## src/rtl/can_flt_pkg.sv

```systemverilog
package can_flt_pkg;
    typedef enum logic [1:0] {
        GRP_WIDE   = 2'b00,
        GRP_MEDIUM = 2'b01,
        GRP_NARROW = 2'b10,
        GRP_SHUT   = 2'b11
    } grp_mode_e;

    localparam int CTL_ADDR  = 0;
    localparam int CODE_BASE = 8;
    localparam int MASK_BASE = 16;
endpackage

```

## src/rtl/can_flt_regs.sv

```systemverilog
module can_flt_regs
    import can_flt_pkg::*;
#(
    parameter int NB = 8,
    parameter int AW = 5
) (
    input  logic                 clk,
    input  logic                 rst_n,
    input  logic                 soft_rst,
    input  logic                 we,
    input  logic [AW-1:0]        addr,
    input  logic [7:0]           wdata,
    output logic [NB-1:0][7:0]   code,
    output logic [NB-1:0][7:0]   mask,
    output grp_mode_e            mode
);
    typedef struct packed {
        logic [NB-1:0][7:0] code;
        logic [NB-1:0][7:0] mask;
        grp_mode_e          mode;
    } regs_t;

    regs_t st_d, st_q;

    always_comb begin
        st_d = st_q;
        if (we) begin
            if (addr == AW'(CTL_ADDR) && soft_rst)
                st_d.mode = grp_mode_e'(wdata[5:4]);
            for (int b = 0; b < NB; b++) begin
                if (addr == AW'(CODE_BASE + b)) st_d.code[b] = wdata;
                if (addr == AW'(MASK_BASE + b)) st_d.mask[b] = wdata;
            end
        end
    end

    always_ff @(posedge clk or negedge rst_n) begin
        if (!rst_n) st_q <= '0;
        else        st_q <= st_d;
    end

    assign code = st_q.code;
    assign mask = st_q.mask;
    assign mode = st_q.mode;

    // grouping field frozen while soft reset is low
    a_r10_mode_locked: assert property (@(posedge clk) disable iff (!rst_n)
        (we && addr == AW'(CTL_ADDR) && !soft_rst) |=> $stable(mode));
endmodule

```

## src/rtl/can_flt_match.sv

```systemverilog
module can_flt_match
    import can_flt_pkg::*;
#(
    parameter int NB   = 8,
    parameter int IDB  = 4,
    localparam int HITW = $clog2(NB)
) (
    input  grp_mode_e            mode,
    input  logic [NB-1:0][7:0]   code,
    input  logic [NB-1:0][7:0]   mask,
    input  logic [IDB*8-1:0]     id,
    output logic                 any_hit,
    output logic [HITW-1:0]      hit_idx
);
    logic [NB-1:0][IDB-1:0] byte_ok;
    logic [NB-1:0]          flt_hit;

    for (genvar b = 0; b < NB; b++) begin : g_byte
        for (genvar j = 0; j < IDB; j++) begin : g_pos
            assign byte_ok[b][j] =
                ((code[b] ^ id[(IDB-1-j)*8 +: 8]) & ~mask[b]) == 8'h00;
        end
    end

    always_comb begin
        int fb;
        logic ok;
        case (mode)
            GRP_WIDE:   fb = IDB;
            GRP_MEDIUM: fb = IDB / 2;
            default:    fb = 1;
        endcase
        flt_hit = '0;
        for (int k = 0; k < NB; k++) begin
            ok = (mode != GRP_SHUT) && (k < NB / fb);
            for (int j = 0; j < IDB; j++) begin
                if (ok && j < fb)
                    ok = byte_ok[(k * fb + j) % NB][j];
            end
            flt_hit[k] = ok;
        end
    end

    always_comb begin
        any_hit = |flt_hit;
        hit_idx = '0;
        for (int k = NB - 1; k >= 0; k--) begin
            if (flt_hit[k]) hit_idx = HITW'(k);
        end
    end
endmodule

```

## src/rtl/can_accept_filter.sv

```systemverilog
module can_accept_filter
    import can_flt_pkg::*;
#(
    parameter int NB  = 8,
    parameter int IDB = 4,
    parameter int AW  = 5,
    localparam int HITW = $clog2(NB)
) (
    input  logic             clk,
    input  logic             rst_n,
    input  logic             soft_rst,
    input  logic             reg_we,
    input  logic [AW-1:0]    reg_addr,
    input  logic [7:0]       reg_wdata,
    output logic [7:0]       reg_rdata,
    input  logic [IDB*8-1:0] rx_id,
    input  logic             rx_done,
    input  logic             fg_free,
    output logic             fg_load
);
    typedef struct packed {
        logic            load;
        logic [HITW-1:0] hit;
    } core_t;

    logic [NB-1:0][7:0] code, mask;
    grp_mode_e          mode;
    logic               any_hit;
    logic [HITW-1:0]    hit_idx;
    core_t              st_d, st_q;

    can_flt_regs #(.NB(NB), .AW(AW)) u_regs (
        .clk(clk), .rst_n(rst_n), .soft_rst(soft_rst),
        .we(reg_we), .addr(reg_addr), .wdata(reg_wdata),
        .code(code), .mask(mask), .mode(mode)
    );

    can_flt_match #(.NB(NB), .IDB(IDB)) u_match (
        .mode(mode), .code(code), .mask(mask), .id(rx_id),
        .any_hit(any_hit), .hit_idx(hit_idx)
    );

    always_comb begin
        st_d      = st_q;
        st_d.load = rx_done && fg_free && any_hit;
        if (st_d.load) st_d.hit = hit_idx;
    end

    always_ff @(posedge clk or negedge rst_n) begin
        if (!rst_n) st_q <= '0;
        else        st_q <= st_d;
    end

    assign fg_load = st_q.load;

    always_comb begin
        reg_rdata = '0;
        if (reg_addr == AW'(CTL_ADDR)) begin
            reg_rdata[5:4]      = mode;
            reg_rdata[HITW-1:0] = st_q.hit;
        end
        for (int b = 0; b < NB; b++) begin
            if (reg_addr == AW'(CODE_BASE + b)) reg_rdata = code[b];
            if (reg_addr == AW'(MASK_BASE + b)) reg_rdata = mask[b];
        end
    end

    // shut grouping never loads the foreground buffer
    a_r2_shut_no_load: assert property (@(posedge clk) disable iff (!rst_n)
        (rx_done && mode == GRP_SHUT) |=> !fg_load);

    // a load needs a finished frame and a free foreground buffer
    a_r8_load_needs_room: assert property (@(posedge clk) disable iff (!rst_n)
        fg_load |-> $past(rx_done && fg_free));

    // hit index holds unless a load occurs
    a_r7_hit_hold: assert property (@(posedge clk) disable iff (!rst_n)
        !fg_load |-> $stable(st_q.hit));

    // load strobe lasts one cycle per frame pulse
    a_r8_single_pulse: assert property (@(posedge clk) disable iff (!rst_n)
        (fg_load && !$past(rx_done, 1)) |-> 1'b0);
endmodule

```

## config.mk

```make
export PLATFORM = sky130hd
export DESIGN_NAME = can_accept_filter
export DESIGN_NICKNAME = d
export VERILOG_FILES = /design/src/rtl/can_flt_pkg.sv /design/src/rtl/can_flt_regs.sv /design/src/rtl/can_flt_match.sv /design/src/rtl/can_accept_filter.sv
export SDC_FILE = /design/constraint.sdc
export NUM_CORES = 1
export LEC_CHECK = 0
export ABC_AREA = 1
export BUFFER_PORTS_ARGS = -buffer_cell sky130_fd_sc_hd__buf_2
export CORE_MARGIN = 3
export CORE_UTILIZATION = 40
export CTS_CLUSTER_SIZE = 16
export DETAILED_ROUTE_END_ITERATION = 8
export PLACE_DENSITY_LB_ADDON = 0.05
export SYNTH_ARGS = -nofsm -noshare
export SYNTH_HDL_FRONTEND = slang
export SYNTH_SLANG_ARGS = --single-unit
```

## constraint.sdc

```tcl
create_clock -name clk -period 2.9 [get_ports clk]
set_input_delay 0.435 -clock clk [delete_from_list [all_inputs] [get_ports clk]]
set_output_delay 0.435 -clock clk [all_outputs]
set_load 0.03 [all_outputs]
```

=== Word-level counts from Yosys, hierarchy flattened ===
Index checks and enable logic that the tools add are counted.

* $add $sub $neg: 21
* Multiply operators: 4
* Div/mod/pow operators: 1
* $lt $le $gt $ge: 40
* Equality and inequality tests: 18
* Muxes and demuxes: 143
* Bitwise operators: 100
* Reduce and logical (&&, ||, !) cells: 122

{| class="wikitable"
|+ Operator list
! kind !! number
|-
| $bmux 4 s3 || 25
|-
| $add 32x3->32 const B || 8
|-
| $and 8x8->8 || 32
|-
| $logic_not 8->1 || 32
|-
| $xor 8x8->8 || 32
|-
| $lt 4x5->1 const B || 28
|-
| $add 32x2->32 const B || 4
|-
| $lt 4x32->1 const A || 4
|-
| $mux 8 || 16
|-
| $reduce_or 3->1 || 25
|-
| $mux 3 || 23
|-
| $lt 3x32->1 const A || 2
|-
| $not 8->8 || 8
|-
| $mux 4 || 14
|-
| $mux 1 || 47
|-
| $logic_and 1x1->1 || 43
|-
| $eq 5x4->1 const B || 8
|-
| $eq 5x5->1 const B || 8
|-
| $reduce_and 2->1 || 17
|-
| $div 5x32->32 const A || 1
|-
| $lt 1x32->1 const A || 1
|-
| $lt 2x32->1 const A || 1
|-
| $mux 2 || 15
|-
| $add 3x2->3 const B || 6
|-
| 15 further kinds || 49
|}

* Register bits: 134
* Word-level logic and storage cells: 468

=== Longest topological paths before layout ===
* Word-level depth: 23
* Depth in mapped cells: 24

=== By module ===
A second synthesis with hierarchy kept.

* Cell total of the unflattened synthesis: 2266
* Area, all modules: 12954.9 um^2

{| class="wikitable"
|+ By module, submodules not included
! module !! instances !! cells each !! area each (um^2)
|-
| can_flt_match || 1 || 1375 || 6257.3
|-
| can_flt_regs || 1 || 601 || 5296.3
|-
| can_accept_filter || 1 || 290 || 1401.3
|}

=== Least setup slack after synthesis ===
OpenSTA, ideal clock, no wires.

* Path type: reg-to-reg
* Start: reg u_regs.st_q, in the netlist u_regs.mode[0]
* End: reg st_q[1] in the netlist's numbering
* Library setup time: 116 ps
* Arrival: 2463 ps
* Slack: 320 ps
* Stages on the path, launching flop included: 23
* Clock period less this slack: 2580 ps
* Path through: dfrtp_1 -> inv_1 -> ha_1 -> inv_1 -> buf_2 -> ha_1 -> inv_2 -> buf_4 -> a21oi_1 -> nand3_1 -> nand3_1 -> nand2_1 -> nand2_1 -> nand2_1 -> nor2_1 -> nand3_2 -> nand2_2 -> nor2_4 -> nand2_2 -> nand2_4 -> inv_2 -> nand2_1 -> nand2_1

{| class="wikitable"
|+ RTL lines
! what !! RTL line !! source
|-
| start: declaration || can_flt_regs.sv:23 || <nowiki>regs_t st_d, st_q;</nowiki>
|-
| start signal: assignment || can_flt_regs.sv:39 || <nowiki>else st_q <= st_d;</nowiki>
|-
| end signal: assignment || can_accept_filter.sv:51 || <nowiki>else st_q <= st_d;</nowiki>
|-
| end: declaration || can_accept_filter.sv:30 || <nowiki>core_t st_d, st_q;</nowiki>
|}

=== Final worst setup path ===
* Start: reg u_regs.st_q, in the netlist u_regs.mode[0]
* End: out reg_rdata[4]

* Longest elaborated chain between the ends: 17

{| class="wikitable"
|+ Ends and longest elaborated chain
! what !! RTL line !! source
|-
| $mux 2 || can_accept_filter.sv:58 || <nowiki>if (reg_addr == AW'(CTL_ADDR)) begin</nowiki>
|-
| $mux 8 || can_accept_filter.sv:63 || <nowiki>if (reg_addr == AW'(CODE_BASE + b)) reg_rdata = code[b];</nowiki>
|-
| $mux 8 || can_accept_filter.sv:64 || <nowiki>if (reg_addr == AW'(MASK_BASE + b)) reg_rdata = mask[b];</nowiki>
|-
| $mux 8 || can_accept_filter.sv:63 ||
|-
| $mux 8 || can_accept_filter.sv:64 ||
|-
| $mux 8 || can_accept_filter.sv:63 ||
|-
| $mux 8 || can_accept_filter.sv:64 ||
|-
| $mux 8 || can_accept_filter.sv:63 ||
|-
| $mux 8 || can_accept_filter.sv:64 ||
|-
| $mux 8 || can_accept_filter.sv:63 ||
|-
| $mux 8 || can_accept_filter.sv:64 ||
|-
| $mux 8 || can_accept_filter.sv:63 ||
|-
| $mux 8 || can_accept_filter.sv:64 ||
|-
| $mux 8 || can_accept_filter.sv:63 ||
|-
| $mux 8 || can_accept_filter.sv:64 ||
|-
| $mux 8 || can_accept_filter.sv:63 ||
|-
| $mux 8 || can_accept_filter.sv:64 ||
|-
| end: declaration || can_accept_filter.sv:15 || <nowiki>output logic [7:0] reg_rdata,</nowiki>
|}

Every way passes these cells.

==> out/summary.txt <==
RSZ-0062 raised after global routing: yes
ANT nets after route: 0
crit share post-route: 100%
max-cap violations: 0
wirelength, routed: 63.0 mm
worst-path maximum fanout: 5
Post-Synth XOR/XNOR Area: 0%
die area: 0.0320 mm2
IO Port Bufs: 59
max_slew headroom: 36.6%
compound-gate portion of the synthesized area: 9.62%
Final setup viols: 1
Tot GR Track Use: 39.7%
Seq/Total Area, Yosys: 28.1%
Simple-Gate Fraction of Synth Area: 49.9%
DIE WIDTH: 179 um
crit path DAT: 2.48 ns
Setup crit start kind: flop
failing checks: setup timing
Cells after Synth: 2,083
Final Instance Area: 0.0135 mm2
endpoint of the worst-slack reg-to-reg timing path: st_q[0]
fraction of layout cells with a size suffix above 1: 13.8%
# nets final: 2,216
Hold Crit Class: input pin to flop
largest family of logic cells by synthesized area: simple AND/OR/NAND/NOR gates
global-route wire length before repair: 90.1 mm
vias: 14,700
H-tree depth: 4
dpl ws: -0.0452 ns
Syn Nets: 2,145
clock latency at the later pin of the worst-skew pair: 0.47 ns
Post-Synth Adder-Cell Area: 1.15%
Post-Syn Area per Cell: 5.73 um2
Setup WS post-layout: -0.0142 ns
crit path from: u_regs.mode[0]
Hold Crit Depth: 4
Post-DP HPWL: 50.3 mm
Area Growth Syn to Fin: 13.4%
type of destination of the critical path: output pin
kind of critical path: flop to output pin
clk root buf: clkbuf_16
WL per Instance: 24.7 um
Layout Skew: 0.00947 ns
row count: 62
Worst Max-Slew Pin Slew: 0.950 ns
total congestion overflow: 0
largest net degree at the start of global routing: 59
worst vdd ir: 0.549 mV
reg2reg setup slack: 0.10 ns
Placed Area: 0.0127 mm2
TritonCTS clock tree: done
Core ar.: 0.0291 mm2
status: finished with violations
First-pass DRT Iterations: 6
CP Data Required Time: 2.47 ns
CTS max path bufs: 2
max-slew violation count: 0
synth unique cells: 35
die boundary height: 179 um
Worst R2R Path Depth: 21
synthesized cell area: 0.0119 mm2
starting density of the core: 41.1%
vias per inst: 5.75
gpl congestion: 1.09
n_diodes: 0
clock buffer count from CTS: 17
P per Cell Area: 652 mW/mm2
clock sink count: 134
initial antenna violation count: 2
fin util: 46.6%
drt initial violations: 1,861
number of global-route vias before repair: 13,100
Primary FF master, synth: dfrtp_1
final hold vios: 0
Synth Register Bits: 134
Yosys warning total: 0
residual DRC count: 0
fmax: 343 MHz
post-synthesis mux area share: 0%
I/O Pins: 60
Crit Reg-Reg Startpoint: u_regs.code[52]
end of the critical path: reg_rdata[4]
Clock transition at path regs: 0.07 ns
Post-synth EDFFs: 0
fin crit period: 2.91 ns
fraction of registers with async set/reset: 100%
Pleak: 0.00694 uW
-- sequential cells by signal, summed over array words and instances, names as in the netlist --
| name | count |
|---|---|
| u_regs.mode | 2 |
| u_regs.code | 64 |
| fg_load | 1 |
| st_q | 3 |
| u_regs.mask | 64 |
-- kinds of logic after synthesis --
family,after synthesis
simple gates,1428
flops,134
compound gates,222
fa+ha+maj,11
buf+inv,288
-- synth_stat cells, types with 3 or more instances --
master	count	area, um2
nand2_1	930	3490
nand3_1	297	1490
o21ai_0	158	791
inv_1	151	567
dfrtp_1	134	3350
nor2_1	124	465
a21oi_1	45	225
inv_2	29	109
clkbuf_1	27	101
buf_4	22	165
nand4_1	22	138
buf_2	17	85.1
nor3_1	15	75.1
nand2_2	13	81.3
buf_6	11	124
ha_1	11	138
nor2_2	11	68.8
o22ai_1	9	56.3
clkinv_2	8	40.0
inv_4	8	50.1
clkinv_4	7	61.3
nand3_2	7	70.1
clkinv_1	4	15.0
a21oi_2	3	26.3
nor2_4	3	33.8
-- cells in the final DEF, fill, tap and decap left out, drive strengths merged --
cell         count
a21oi           48
a31oi            1
buf            130
clkbuf          18
clkinv          22
clkinvlp         3
dfrtp          134
dlygate4sd3      1
ha              11
inv            198
nand2          945
nand3          304
nand3b           2
nand4           22
nor2           138
nor3            15
nor4             2
o2111ai          1
o211ai           1
o21ai          160
o221ai           2
o22ai            9
-- area by class of cell --
class	count	area [um2]
timing repair buffer	131	910
sequential	134	3360
tap	384	480
clock inverter	14	134
clock buffer	18	439
multi-input combinational	1661	7350
inverter	209	870
fill	3223	15500
-- repair_timing --
action                                  in CTS  in global routing
hold buffers                                 1                  0
gates resized for setup                      7                 63
hold endpoints to repair                    40                  0
pin swaps                                    0                 17
endpoints found under the setup margin       5                 11
gates cloned                                 0                  0
setup buffers                                0                 11
-- worst min path at each step --
stage	startpoint	endpoint	slack, ns
floorplan	rst_n	fg_load	0.14
global placement	rst_n	u_regs.code[59]	0.40
detailed placement	rst_n	u_regs.code[59]	0.40
CTS	fg_free	st_q[2]	0.30
global route	fg_free	st_q[2]	0.33
finish	fg_free	st_q[2]	0.32
-- power by group --
part	total, uW	leakage (uW)	switching [uW]	internal, uW
Sequential	2900	0.00173	693	2210
Combinational	3730	0.00494	2610	1110
Clock	2200	0.000273	1050	1150
Total	8830	0.00694	4350	4480
-- routing by layer --
metal	up-vias	track usage (%)	share of wire (%)
met3	127	10.6	11
met5	-	0	0.024
met1	6922	56.6	43
li1	6782	-	-
met2	835	55.6	41
met4	2	18.5	4.9
-- per-stage QoR --
step                      TNS, ns  power [uW]  cells  hold WS [ns]
after floorplan                 0        4820   2083         0.139
after global placement    -0.0485        6320   2507         0.396
after detailed placement  -0.0801        6350   2507         0.397
after CTS                       0        8540   2540         0.300
after global routing       -0.198        9250   2551         0.326
final                     -0.0142        8830   2551         0.318
-- critical path, cell delays in order (launching register included) --
cell     delay, ns
dfrtp_2       0.43
inv_2         0.07
buf_6         0.12
o22ai_1       0.09
o22ai_1       0.18
nand4_1       0.13
nor3_2        0.20
nand4_1       0.14
nor3_2        0.29
nand4_1       0.17
buf_6         0.17
Note: power is estimated with default switching activity, not from simulation.
